<file path="src/rtl/tlb_pkg.sv">
package tlb_pkg;

    parameter int VA_W   = 32;
    parameter int ASID_W = 8;
    parameter logic [VA_W-1:0] MIN_MASK = 32'h0000_1FFF;

    typedef enum logic [1:0] {
        RC_MATCH   = 2'b00,
        RC_NOMATCH = 2'b01,
        RC_INVALID = 2'b10,
        RC_DIRTY   = 2'b11
    } rsp_code_e;

    typedef enum logic {
        ST_IDLE = 1'b0,
        ST_RESP = 1'b1
    } fsm_state_e;

    typedef struct packed {
        logic [VA_W-1:0]   vtag;
        logic [VA_W-1:0]   mask;
        logic [ASID_W-1:0] asid;
        logic              glob;
        logic [VA_W-1:0]   frame_even;
        logic [VA_W-1:0]   frame_odd;
        logic              valid_even;
        logic              dirty_even;
        logic              valid_odd;
        logic              dirty_odd;
    } slot_t;

endpackage

</file>
<file path="src/rtl/tlb_slot_store.sv">
module tlb_slot_store
    import tlb_pkg::*;
#(
    parameter int NUM_ENT = 8,
    parameter int IDX_W   = (NUM_ENT > 1) ? $clog2(NUM_ENT) : 1
) (
    input  logic             clk,
    input  logic             rst_n,
    input  logic             we,
    input  logic [IDX_W-1:0] widx,
    input  slot_t            wdata,
    output slot_t            slots [NUM_ENT]
);

    for (genvar g = 0; g < NUM_ENT; g++) begin : g_slot
        slot_t slot_q;
        always_ff @(posedge clk) begin
            if (!rst_n) begin
                slot_q <= '0;
            end else if (we && (widx == IDX_W'(g))) begin
                slot_q <= wdata;
            end
        end
        assign slots[g] = slot_q;
    end

    AST_WRITE_LANDS: assert property (@(posedge clk) disable iff (!rst_n)
        (we && (int'(widx) < NUM_ENT)) |=> (slots[$past(widx)] == $past(wdata)));

endmodule

</file>
<file path="src/rtl/tlb_match_cell.sv">
module tlb_match_cell
    import tlb_pkg::*;
(
    input  slot_t             slot,
    input  logic [VA_W-1:0]   vaddr,
    input  logic [ASID_W-1:0] cur_asid,
    output logic              hit,
    output logic              odd_sel,
    output logic [VA_W-1:0]   eff_mask
);

    logic tag_ok;
    logic space_ok;

    always_comb begin
        eff_mask = slot.mask | MIN_MASK;
        space_ok = slot.glob || (slot.asid == cur_asid);
        tag_ok   = ((vaddr & ~eff_mask) == slot.vtag);
        hit      = space_ok && tag_ok;
        odd_sel  = |(vaddr & eff_mask & ~(eff_mask >> 1));
    end

endmodule

</file>
<file path="src/rtl/tlb_prio_pick.sv">
module tlb_prio_pick #(
    parameter int NUM_ENT = 8,
    parameter int IDX_W   = (NUM_ENT > 1) ? $clog2(NUM_ENT) : 1
) (
    input  logic               clk,
    input  logic               rst_n,
    input  logic [NUM_ENT-1:0] hits,
    output logic [NUM_ENT-1:0] grant,
    output logic [IDX_W-1:0]   win_idx,
    output logic               any_hit
);

    always_comb begin
        win_idx = '0;
        any_hit = 1'b0;
        for (int i = NUM_ENT - 1; i >= 0; i--) begin
            if (hits[i]) begin
                win_idx = IDX_W'(i);
                any_hit = 1'b1;
            end
        end
        grant = '0;
        if (any_hit) grant[win_idx] = 1'b1;
    end

    AST_GRANT_ONEHOT: assert property (@(posedge clk) disable iff (!rst_n)
        $onehot0(grant));
    AST_GRANT_ON_HIT: assert property (@(posedge clk) disable iff (!rst_n)
        (hits != '0) |-> ((grant & hits) != '0));
    AST_GRANT_LOWEST: assert property (@(posedge clk) disable iff (!rst_n)
        (grant != '0) |-> (((grant - 1'b1) & hits) == '0));

endmodule

</file>
<file path="src/rtl/tlb_lookup_unit.sv">
module tlb_lookup_unit
    import tlb_pkg::*;
#(
    parameter int NUM_ENT = 8,
    parameter int IDX_W   = (NUM_ENT > 1) ? $clog2(NUM_ENT) : 1
) (
    input  logic              clk,
    input  logic              rst_n,
    input  logic              asid_we,
    input  logic [ASID_W-1:0] asid_wdata,
    input  logic              ent_we,
    input  logic [IDX_W-1:0]  ent_idx,
    input  logic [VA_W-1:0]   ent_vtag,
    input  logic [VA_W-1:0]   ent_mask,
    input  logic [ASID_W-1:0] ent_asid,
    input  logic              ent_global,
    input  logic [VA_W-1:0]   ent_frame_even,
    input  logic [VA_W-1:0]   ent_frame_odd,
    input  logic              ent_valid_even,
    input  logic              ent_dirty_even,
    input  logic              ent_valid_odd,
    input  logic              ent_dirty_odd,
    input  logic              req_valid,
    input  logic [VA_W-1:0]   req_vaddr,
    input  logic              req_write,
    output logic              rsp_valid,
    output logic [1:0]        rsp_code,
    output logic [VA_W-1:0]   rsp_paddr,
    output logic              rsp_readable,
    output logic              rsp_writable
);

    fsm_state_e state_q, state_d;
    logic [ASID_W-1:0] cur_asid_q;

    slot_t             wr_slot;
    slot_t             slots     [NUM_ENT];
    logic [NUM_ENT-1:0] hit_v;
    logic [NUM_ENT-1:0] odd_v;
    logic [VA_W-1:0]   mask_v    [NUM_ENT];
    logic [NUM_ENT-1:0] grant;
    logic [IDX_W-1:0]  win_idx;
    logic              any_hit;

    slot_t             sel_slot;
    logic              sel_odd;
    logic [VA_W-1:0]   sel_mask;
    logic              sel_valid;
    logic              sel_dirty;
    logic [VA_W-1:0]   sel_frame;
    rsp_code_e         code_d;
    logic [VA_W-1:0]   paddr_d;
    logic              rd_d;
    logic              wr_d;

    always_comb begin
        wr_slot.vtag       = ent_vtag;
        wr_slot.mask       = ent_mask;
        wr_slot.asid       = ent_asid;
        wr_slot.glob       = ent_global;
        wr_slot.frame_even = ent_frame_even;
        wr_slot.frame_odd  = ent_frame_odd;
        wr_slot.valid_even = ent_valid_even;
        wr_slot.dirty_even = ent_dirty_even;
        wr_slot.valid_odd  = ent_valid_odd;
        wr_slot.dirty_odd  = ent_dirty_odd;
    end

    tlb_slot_store #(.NUM_ENT(NUM_ENT), .IDX_W(IDX_W)) u_store (
        .clk   (clk),
        .rst_n (rst_n),
        .we    (ent_we),
        .widx  (ent_idx),
        .wdata (wr_slot),
        .slots (slots)
    );

    for (genvar g = 0; g < NUM_ENT; g++) begin : g_cell
        tlb_match_cell u_cell (
            .slot     (slots[g]),
            .vaddr    (req_vaddr),
            .cur_asid (cur_asid_q),
            .hit      (hit_v[g]),
            .odd_sel  (odd_v[g]),
            .eff_mask (mask_v[g])
        );
    end

    tlb_prio_pick #(.NUM_ENT(NUM_ENT), .IDX_W(IDX_W)) u_pick (
        .clk     (clk),
        .rst_n   (rst_n),
        .hits    (hit_v),
        .grant   (grant),
        .win_idx (win_idx),
        .any_hit (any_hit)
    );

    // Current address-space tag register
    always_ff @(posedge clk) begin
        if (!rst_n) begin
            cur_asid_q <= '0;
        end else if (asid_we) begin
            cur_asid_q <= asid_wdata;
        end
    end

    // Result decode for the winning slot
    always_comb begin
        sel_slot  = slots[win_idx];
        sel_odd   = odd_v[win_idx];
        sel_mask  = mask_v[win_idx];
        sel_valid = sel_odd ? sel_slot.valid_odd : sel_slot.valid_even;
        sel_dirty = sel_odd ? sel_slot.dirty_odd : sel_slot.dirty_even;
        sel_frame = sel_odd ? sel_slot.frame_odd : sel_slot.frame_even;
        code_d    = RC_MATCH;
        paddr_d   = '0;
        rd_d      = 1'b0;
        wr_d      = 1'b0;
        if (!any_hit) begin
            code_d = RC_NOMATCH;
        end else if (!sel_valid) begin
            code_d = RC_INVALID;
        end else if (req_write && !sel_dirty) begin
            code_d = RC_DIRTY;
        end else begin
            code_d  = RC_MATCH;
            paddr_d = sel_frame | (req_vaddr & (sel_mask >> 1));
            rd_d    = 1'b1;
            wr_d    = sel_dirty;
        end
    end

    // State register
    always_ff @(posedge clk) begin
        if (!rst_n) begin
            state_q <= ST_IDLE;
        end else begin
            state_q <= state_d;
        end
    end

    always_comb begin
        state_d = state_q;
        unique case (state_q)
            ST_IDLE: state_d = req_valid ? ST_RESP : ST_IDLE;
            ST_RESP: state_d = req_valid ? ST_RESP : ST_IDLE;
            default: state_d = ST_IDLE;
        endcase
    end

    // Output registers
    always_ff @(posedge clk) begin
        if (!rst_n) begin
            rsp_code     <= RC_MATCH;
            rsp_paddr    <= '0;
            rsp_readable <= 1'b0;
            rsp_writable <= 1'b0;
        end else if (req_valid) begin
            rsp_code     <= code_d;
            rsp_paddr    <= paddr_d;
            rsp_readable <= rd_d;
            rsp_writable <= wr_d;
        end
    end

    assign rsp_valid = (state_q == ST_RESP);

    AST_RSP_AFTER_REQ: assert property (@(posedge clk) disable iff (!rst_n)
        req_valid |=> rsp_valid);
    AST_NO_SPURIOUS_RSP: assert property (@(posedge clk) disable iff (!rst_n)
        !req_valid |=> !rsp_valid);
    AST_WRITABLE_NEEDS_MATCH: assert property (@(posedge clk) disable iff (!rst_n)
        (rsp_valid && rsp_writable) |-> (rsp_code == RC_MATCH));
    AST_READABLE_ON_MATCH: assert property (@(posedge clk) disable iff (!rst_n)
        (rsp_valid && (rsp_code == RC_MATCH)) |-> rsp_readable);
    AST_FAULT_ZERO_ADDR: assert property (@(posedge clk) disable iff (!rst_n)
        (rsp_valid && (rsp_code != RC_MATCH)) |-> (rsp_paddr == '0));
    AST_ASID_HOLD: assert property (@(posedge clk) disable iff (!rst_n)
        !asid_we |=> $stable(cur_asid_q));

endmodule

</file>
<file path="config.mk">
export PLATFORM = sky130hd
export DESIGN_NAME = tlb_lookup_unit
export DESIGN_NICKNAME = d
export VERILOG_FILES = /design/src/rtl/tlb_pkg.sv /design/src/rtl/tlb_slot_store.sv /design/src/rtl/tlb_match_cell.sv /design/src/rtl/tlb_prio_pick.sv /design/src/rtl/tlb_lookup_unit.sv
export SDC_FILE = /design/constraint.sdc
export NUM_CORES = 2
export LEC_CHECK = 0
export BUFFER_PORTS_ARGS = -buffer_cell sky130_fd_sc_hd__buf_2
export CAP_MARGIN = 20
export CORE_MARGIN = 8
export CORE_UTILIZATION = 55
export CTS_BUF_LIST = sky130_fd_sc_hd__clkbuf_4
export CTS_CLUSTER_SIZE = 28
export DETAILED_ROUTE_END_ITERATION = 8
export PLACE_DENSITY = 0.75
export SYNTH_ARGS = -nofsm -noshare
export SYNTH_HDL_FRONTEND = slang
export SYNTH_HIERARCHICAL = 1
export SYNTH_SLANG_ARGS = --single-unit
</file>
<file path="constraint.sdc">
create_clock -name clk -period 4.29 [get_ports clk]
set_input_delay 0.2145 -clock clk [delete_from_list [all_inputs] [get_ports clk]]
set_output_delay 0.2145 -clock clk [all_outputs]
set_load 0.1 [all_outputs]
</file>
Yosys cells after proc, flatten, opt, wreduce, memory -nomap -nowiden
Cells that the tools add are included.
{ "op_classes": {"add_sub_neg": 0, "multipliers": 0, "div": 0, "n_lt_le_gt_ge": 2, "eq_ne": 23, "n_shift": 0, "n_mux": 40, "bitwise": 43, "reduce_logical": 35} }
{ "ops": {"columns": ["op", "count"], "rows": [
  ["AND 32 bit", 24],
  ["binary-select mux 141 bit (select 3 bit)", 1],
  ["== test 32 bit", 8],
  ["inverter 31 -> 32 bit", 8],
  ["inverter 32 bit", 8],
  ["OR reduction 32 bit", 8],
  ["two-way mux 32 bit", 6],
  ["two-way mux 68 bit", 2],
  ["binary-select mux 32 bit (select 3 bit)", 1],
  ["== test 8 bit", 8],
  ["AND 32 x 31 -> 32 bit", 1],
  ["OR 32 bit", 1],
  ["two-way mux 3 bit", 8],
  ["two-way mux 1 bit", 18],
  ["logical AND 1 bit", 17],
  ["== test 3 bit (second input constant)", 4],
  ["logical OR 1 bit", 8],
  ["== test 3 x 2 -> 1 bit (second input constant)", 2],
  ["two-way mux 2 bit", 3],
  ["greater-or-equal comparator 4 bit (second input constant)", 1],
  ["< comparator 3 x 4 -> 1 bit (second input constant)", 1],
  ["inverter 3 -> 4 bit", 1],
  ["binary-select mux 1 bit (select 3 bit)", 1],
  ["== test 3 x 1 -> 1 bit (second input constant)", 1],
  ["2 further kinds", 2]
]} }
{ "totals": {"regBits": 1173, "latchBits": 0, "ramBits": 0, "romBits": 0, "input_bits": 190, "wordCells": 229, "mem_count": 0} }

Logic depth before layout (Yosys ltp)
{ "logic_depth": {"word_depth": 22, "mapped_depth": 19} }

Modules after synthesis
Netlist, hierarchy kept.
{ "by_module_without_submodules": {"columns": ["module", "instances", "cells_each", "area_each_um2", "seq_area_each_um2"], "rows": [
  ["tlb_slot_store", 1, 3802, 40319.9, 22581.7],
  ["tlb_lookup_unit", 1, 673, 8121.5, 900.9],
  ["tlb_match_cell", 8, 127, 863.3, 0.0],
  ["tlb_prio_pick", 1, 25, 145.1, 0.0]
]} }

Least setup slack after synthesis
OpenSTA, ideal clock, no wires.
{ "synth_timing": {"path_kind": "register to register", "start": "register u_store.g_slot[3].slot_q (netlist bit u_store/slots[670])", "end": "register rsp_paddr[10]", "arrival_ns": 3.978, "t_required_ns": 4.166, "setup_slack_ns": 0.188, "path_stages_with_launch": 17, "path_buffers": 4, "cell_sequence": "dfxtp_1 or2b_2 xnor2_1 nor4_1 nand4_1 nor4_2 inv_2 a221o_2 a21oi_2 buf_6 buf_12 buf_12 buf_2 mux4_2 a221o_1 o2111ai_1 a21boi_1"} }
{ "synth_between": {"elab_chain_cells": 18, "word_cells_on_any_way": 35, "cone_classes": "1 x eq/ne; 22 x mux; 8 x bitwise; 4 x reduce/logical"} }
{ "synth_rtl": {"columns": ["element", "line", "rtl"], "rows": [
  ["start, declared", "tlb_slot_store.sv:16", "slot_t slot_q;"],
  ["start signal, assigned", "tlb_slot_store.sv:21", "slot_q <= wdata;"],
  ["inverter 32 bit *", "tlb_match_cell.sv:18", "tag_ok = ((vaddr & ~eff_mask) == slot.vtag);"],
  ["AND 32 bit *", "tlb_match_cell.sv:18", null],
  ["== test 32 bit *", "tlb_match_cell.sv:18", null],
  ["logical AND 1 bit *", "tlb_match_cell.sv:19", "hit = space_ok && tag_ok;"],
  ["net hit_v[3]", "tlb_lookup_unit.sv:38", "logic [NUM_ENT-1:0] hit_v;"],
  ["two-way mux 3 bit * (4 in a row)", "tlb_prio_pick.sv:17", "if (hits[i]) begin"],
  ["net win_idx[0]", "tlb_lookup_unit.sv:42", "logic [IDX_W-1:0] win_idx;"],
  ["inverter 3 -> 4 bit (not written as such)", "tlb_lookup_unit.sv:109, tlb_lookup_unit.sv:111", null],
  ["binary-select mux 141 bit (select 3 bit)", "tlb_lookup_unit.sv:109", "sel_slot = slots[win_idx];"],
  ["two-way mux 68 bit (not written as such) (2 in a row)", "tlb_lookup_unit.sv:109", null],
  ["two-way mux 1 bit", "tlb_lookup_unit.sv:113", "sel_dirty = sel_odd ? sel_slot.dirty_odd : sel_slot.dirty_even;"],
  ["zero test 1 bit", "tlb_lookup_unit.sv:123", "end else if (req_write && !sel_dirty) begin"],
  ["logical AND 1 bit", "tlb_lookup_unit.sv:123", null],
  ["two-way mux 32 bit", "tlb_lookup_unit.sv:123", null],
  ["two-way mux 32 bit *", "tlb_lookup_unit.sv:121", "end else if (!sel_valid) begin"],
  ["two-way mux 32 bit *", "tlb_lookup_unit.sv:119", "if (!any_hit) begin"],
  ["end signal, assigned", "tlb_lookup_unit.sv:160", "rsp_paddr <= paddr_d;"],
  ["end, declared", "tlb_lookup_unit.sv:28", "output logic [VA_W-1:0] rsp_paddr,"]
]} }
Mark *: on every way through the listed nets, which the timed path passes. The rest lies on a longest branch. The select of a mux whose other input is x is not followed.
A chain may end at the register's enable or synchronous reset.

Worst setup path in the final report
{ "layout_timing": {"start": "register u_store.g_slot[3].slot_q (netlist bit u_store/slots[659])", "end": "register rsp_paddr[14]"} }
The elaborated chain is that of the path after synthesis.

==> results.ini <==
[status]
violations = negative setup slack
status = complete, but fails checks

[placement]
placed_cell_area_um2 = 54100
place.gp.congestion = 1.01
dp_hpwl_um = 118000
io_buffers = 213
preCtsSetupSlack_ns = -0.564

[sta]
hold_violations = 0
final-setup-viol-count = 36
clock.fmax_mhz = 220
skew_ns = 0.132
slew_headroom_pct = 22.1
rsz0062_at_grt = true
hold-worst-slack_ns = 0.116
tightest_slew_ns = 1.17
period_minus_slack_ns = 4.54
final_max_slew_viol_count = 0
worst_slack_ns = -0.247
post-route-period-util_pct = 106

[critical_path]
path_buf_inv = 7
r2r_setup_slack_ns = -0.25
crit_path_end_kind = flop
reg2reg_from = u_store/slots[659]$_SDFFE_PN0P_
cp_max_fo = 6
r2r-end = rsp_paddr[14]$_SDFFE_PN0P_
cpPeakStageDelay_ns = 0.39
path_class = reg2reg
cp.arrival_ns = 5.48
reg2regPathDepth = 21
cp_cell_sequence = or2b_1 -> xnor2_1 -> nor4_1 -> buf_4 -> nand4_1 -> nor4_4 -> nor2_1 -> a221o_2 -> a21oi_4 -> buf_12 -> buf_6 -> mux2_2 -> o22a_4 -> buf_8 -> buf_6 -> nand3_2 -> a21oi_4 -> buf_12 -> clkbuf_16 -> o2111ai_1 -> a21boi_1
start_kind = flop
slowest_stage = a221o_2
path_delay_family = simple AND/OR/NAND/NOR gates
cp_data_required_time_ns = 5.23

[power_and_ir_drop]
p_per_area_nw_per_um2 = 356
vdd_ir_drop_max_uv = 308
p_leak_nw = 28.6

[worst_hold_path]
min_from = ent_frame_even[29]
whs_path_depth = 4
holdPathEnd = u_store/slots[206]$_SDFFE_PN0P_
hp-class = in2reg

[detailed_routing]
vias = 42300
postRouteAntennaNets = 0
firstDrtPassIters = 6
wl_um = 177000
route.detailed.drc = 0
drt_iter0_drc = 4387
avgViaCountPerCell = 5.87
wire_per_inst_um = 24.5

[floorplanning]
initial_core_util_pct = 55.5
fp-row-count = 112
die_h_um = 323
coreArea_um2 = 93300
die_x_um = 323
num_io_pins = 227
die_area_um2 = 104000

[finish]
area_growth_pct = 17.1
final_util_pct = 64.9
final_nets = 5954
drive_gt1_share_pct = 22.1
fin_area_um2 = 60600
fill_cells = 7210

[clock_network]
clkTransAtPathRegs_ns = 0.07
clockBufferDepth = 4
cts_made_buffers = 299
htreeDepth = 5
clock_latency_ns = 1.16
cts_tree = built
root_buffer = clkbuf_4
cts_sinks = 1069

[logic_synthesis]
synthCells = 5166
synth.avg_cell_area_um2 = 10.0
syn-cell-area_um2 = 51800
ys_warn_count = 6

[flow_run]
max_cap_violations = 0

[grt]
antenna_found_initial = 7
overflow = 0
grt_max_degree = 109
grt_pass1_vias = 42800
grt_pass1_wl_um = 263000
grt_usage_pct = 32.8

==> worst max-delay path by stage <==
stage	endpoint	slack, ns	startpoint	cells past startpoint
after floorplan	rsp_paddr[10]$_SDFFE_PN0P_	0.25	u_store/slots[670]$_SDFFE_PN0P_	16
after global placement	rsp_paddr[17]$_SDFFE_PN0P_	-0.47	req_vaddr[13]	17
after detailed placement	rsp_paddr[17]$_SDFFE_PN0P_	-0.56	req_vaddr[13]	17
after CTS	rsp_paddr[28]$_SDFFE_PN0P_	-0.18	u_store/slots[659]$_SDFFE_PN0P_	19
after global routing	rsp_paddr[6]$_SDFFE_PN0P_	-0.39	u_store/slots[659]$_SDFFE_PN0P_	18
final	rsp_paddr[14]$_SDFFE_PN0P_	-0.25	u_store/slots[659]$_SDFFE_PN0P_	21
==> where the power goes <==
group,total (mW),internal (mW),switching (mW)
registers,10.3,10.1,0.138
clock network,9.11,4.89,4.22
logic,2.17,0.882,1.28
total,21.6,15.9,5.64
==> layout make-up <==
| class | count | area [um2] | area share (%) |
|---|---|---|---|
| tap | 1254 | 1570 | 2.59 |
| antenna | 7 | 17.5 | 0.0289 |
| clock buffer | 427 | 3210 | 5.29 |
| multi-input combinational | 3567 | 27000 | 44.6 |
| sequential | 1069 | 21400 | 35.3 |
| inverter | 18 | 67.6 | 0.112 |
| timing repair buffer | 809 | 6960 | 11.5 |
| clock inverter | 53 | 367 | 0.605 |
==> layer usage <==
metal / up-vias / wire (um) / global-route usage, %
met5: - / 16 / 0
met4: 2 / 9130 / 16.8
met3: 476 / 16600 / 7.70
met2: 2267 / 80800 / 52.3
met1: 20700 / 70100 / 41.6
li1: 18900 / - / -
==> through the flow <==
step / setup TNS (ns) / cells / power, mW
final: -7.45 / 7204 / 21.6
after global routing: -12.30 / 7202 / 22.4
after CTS: -4.79 / 7194 / 21.6
after detailed placement: -16.99 / 6481 / 12.4
after global placement: -13.97 / 6480 / 12.4
after floorplan: 0 / 5254 / 11.7
==> repair_timing <==
item | in CTS | in global routing
hold endpoints to repair | 1069 | 0
hold buffers | 212 | 0
gates resized for setup | 78 | 7
setup buffers | 12 | 2
endpoints found under the setup margin | 36 | 36
cloned | 9 | 1
pin swaps | 11 | 5
==> state kept, by name (all words and copies together), names as in the netlist <==
register and cells:
cur_asid_q 8, rsp_code 2, rsp_paddr 32, rsp_writable 1
u_store/slots 1024, rsp_readable 1, rsp_valid 1
==> cell usage in the layout (no fill, tap or decap), types with 7 or more instances in the layout <==
cell,count
conb_1,96
o21ai_0,34
nand3_1,36
dlygate4sd3_1,211
nor2b_1,46
nand4_1,56
nand2_1,1326
or2b_1,32
mux2i_1,1033
o22ai_1,56
buf_16,12
clkinv_2,8
and3_1,24
dfxtp_1,1068
clkbuf_4,427
nand2b_1,106
and3_4,7
buf_6,10
inv_2,7
nand3b_1,8
o221ai_1,8
a31oi_1,8
xnor2_1,152
a221o_1,31
a21boi_1,32
xor2_1,64
inv_1,17
a21oi_1,9
nor4_2,8
nor2_1,13
o2111ai_1,30
buf_4,315
clkinv_1,33
or2b_2,16
nor4_1,73
nor3_1,16
buf_12,43
diode_2,7
mux4_2,198
buf_2,212
==> tightest hold or removal path, cell delays in order <==
cell	delay [ns]
dlygate4sd3_1	0.53
buf_2	0.10
nand2_1	0.17
mux2i_1	0.17
No activity file was read; power rests on OpenSTA's default activity.
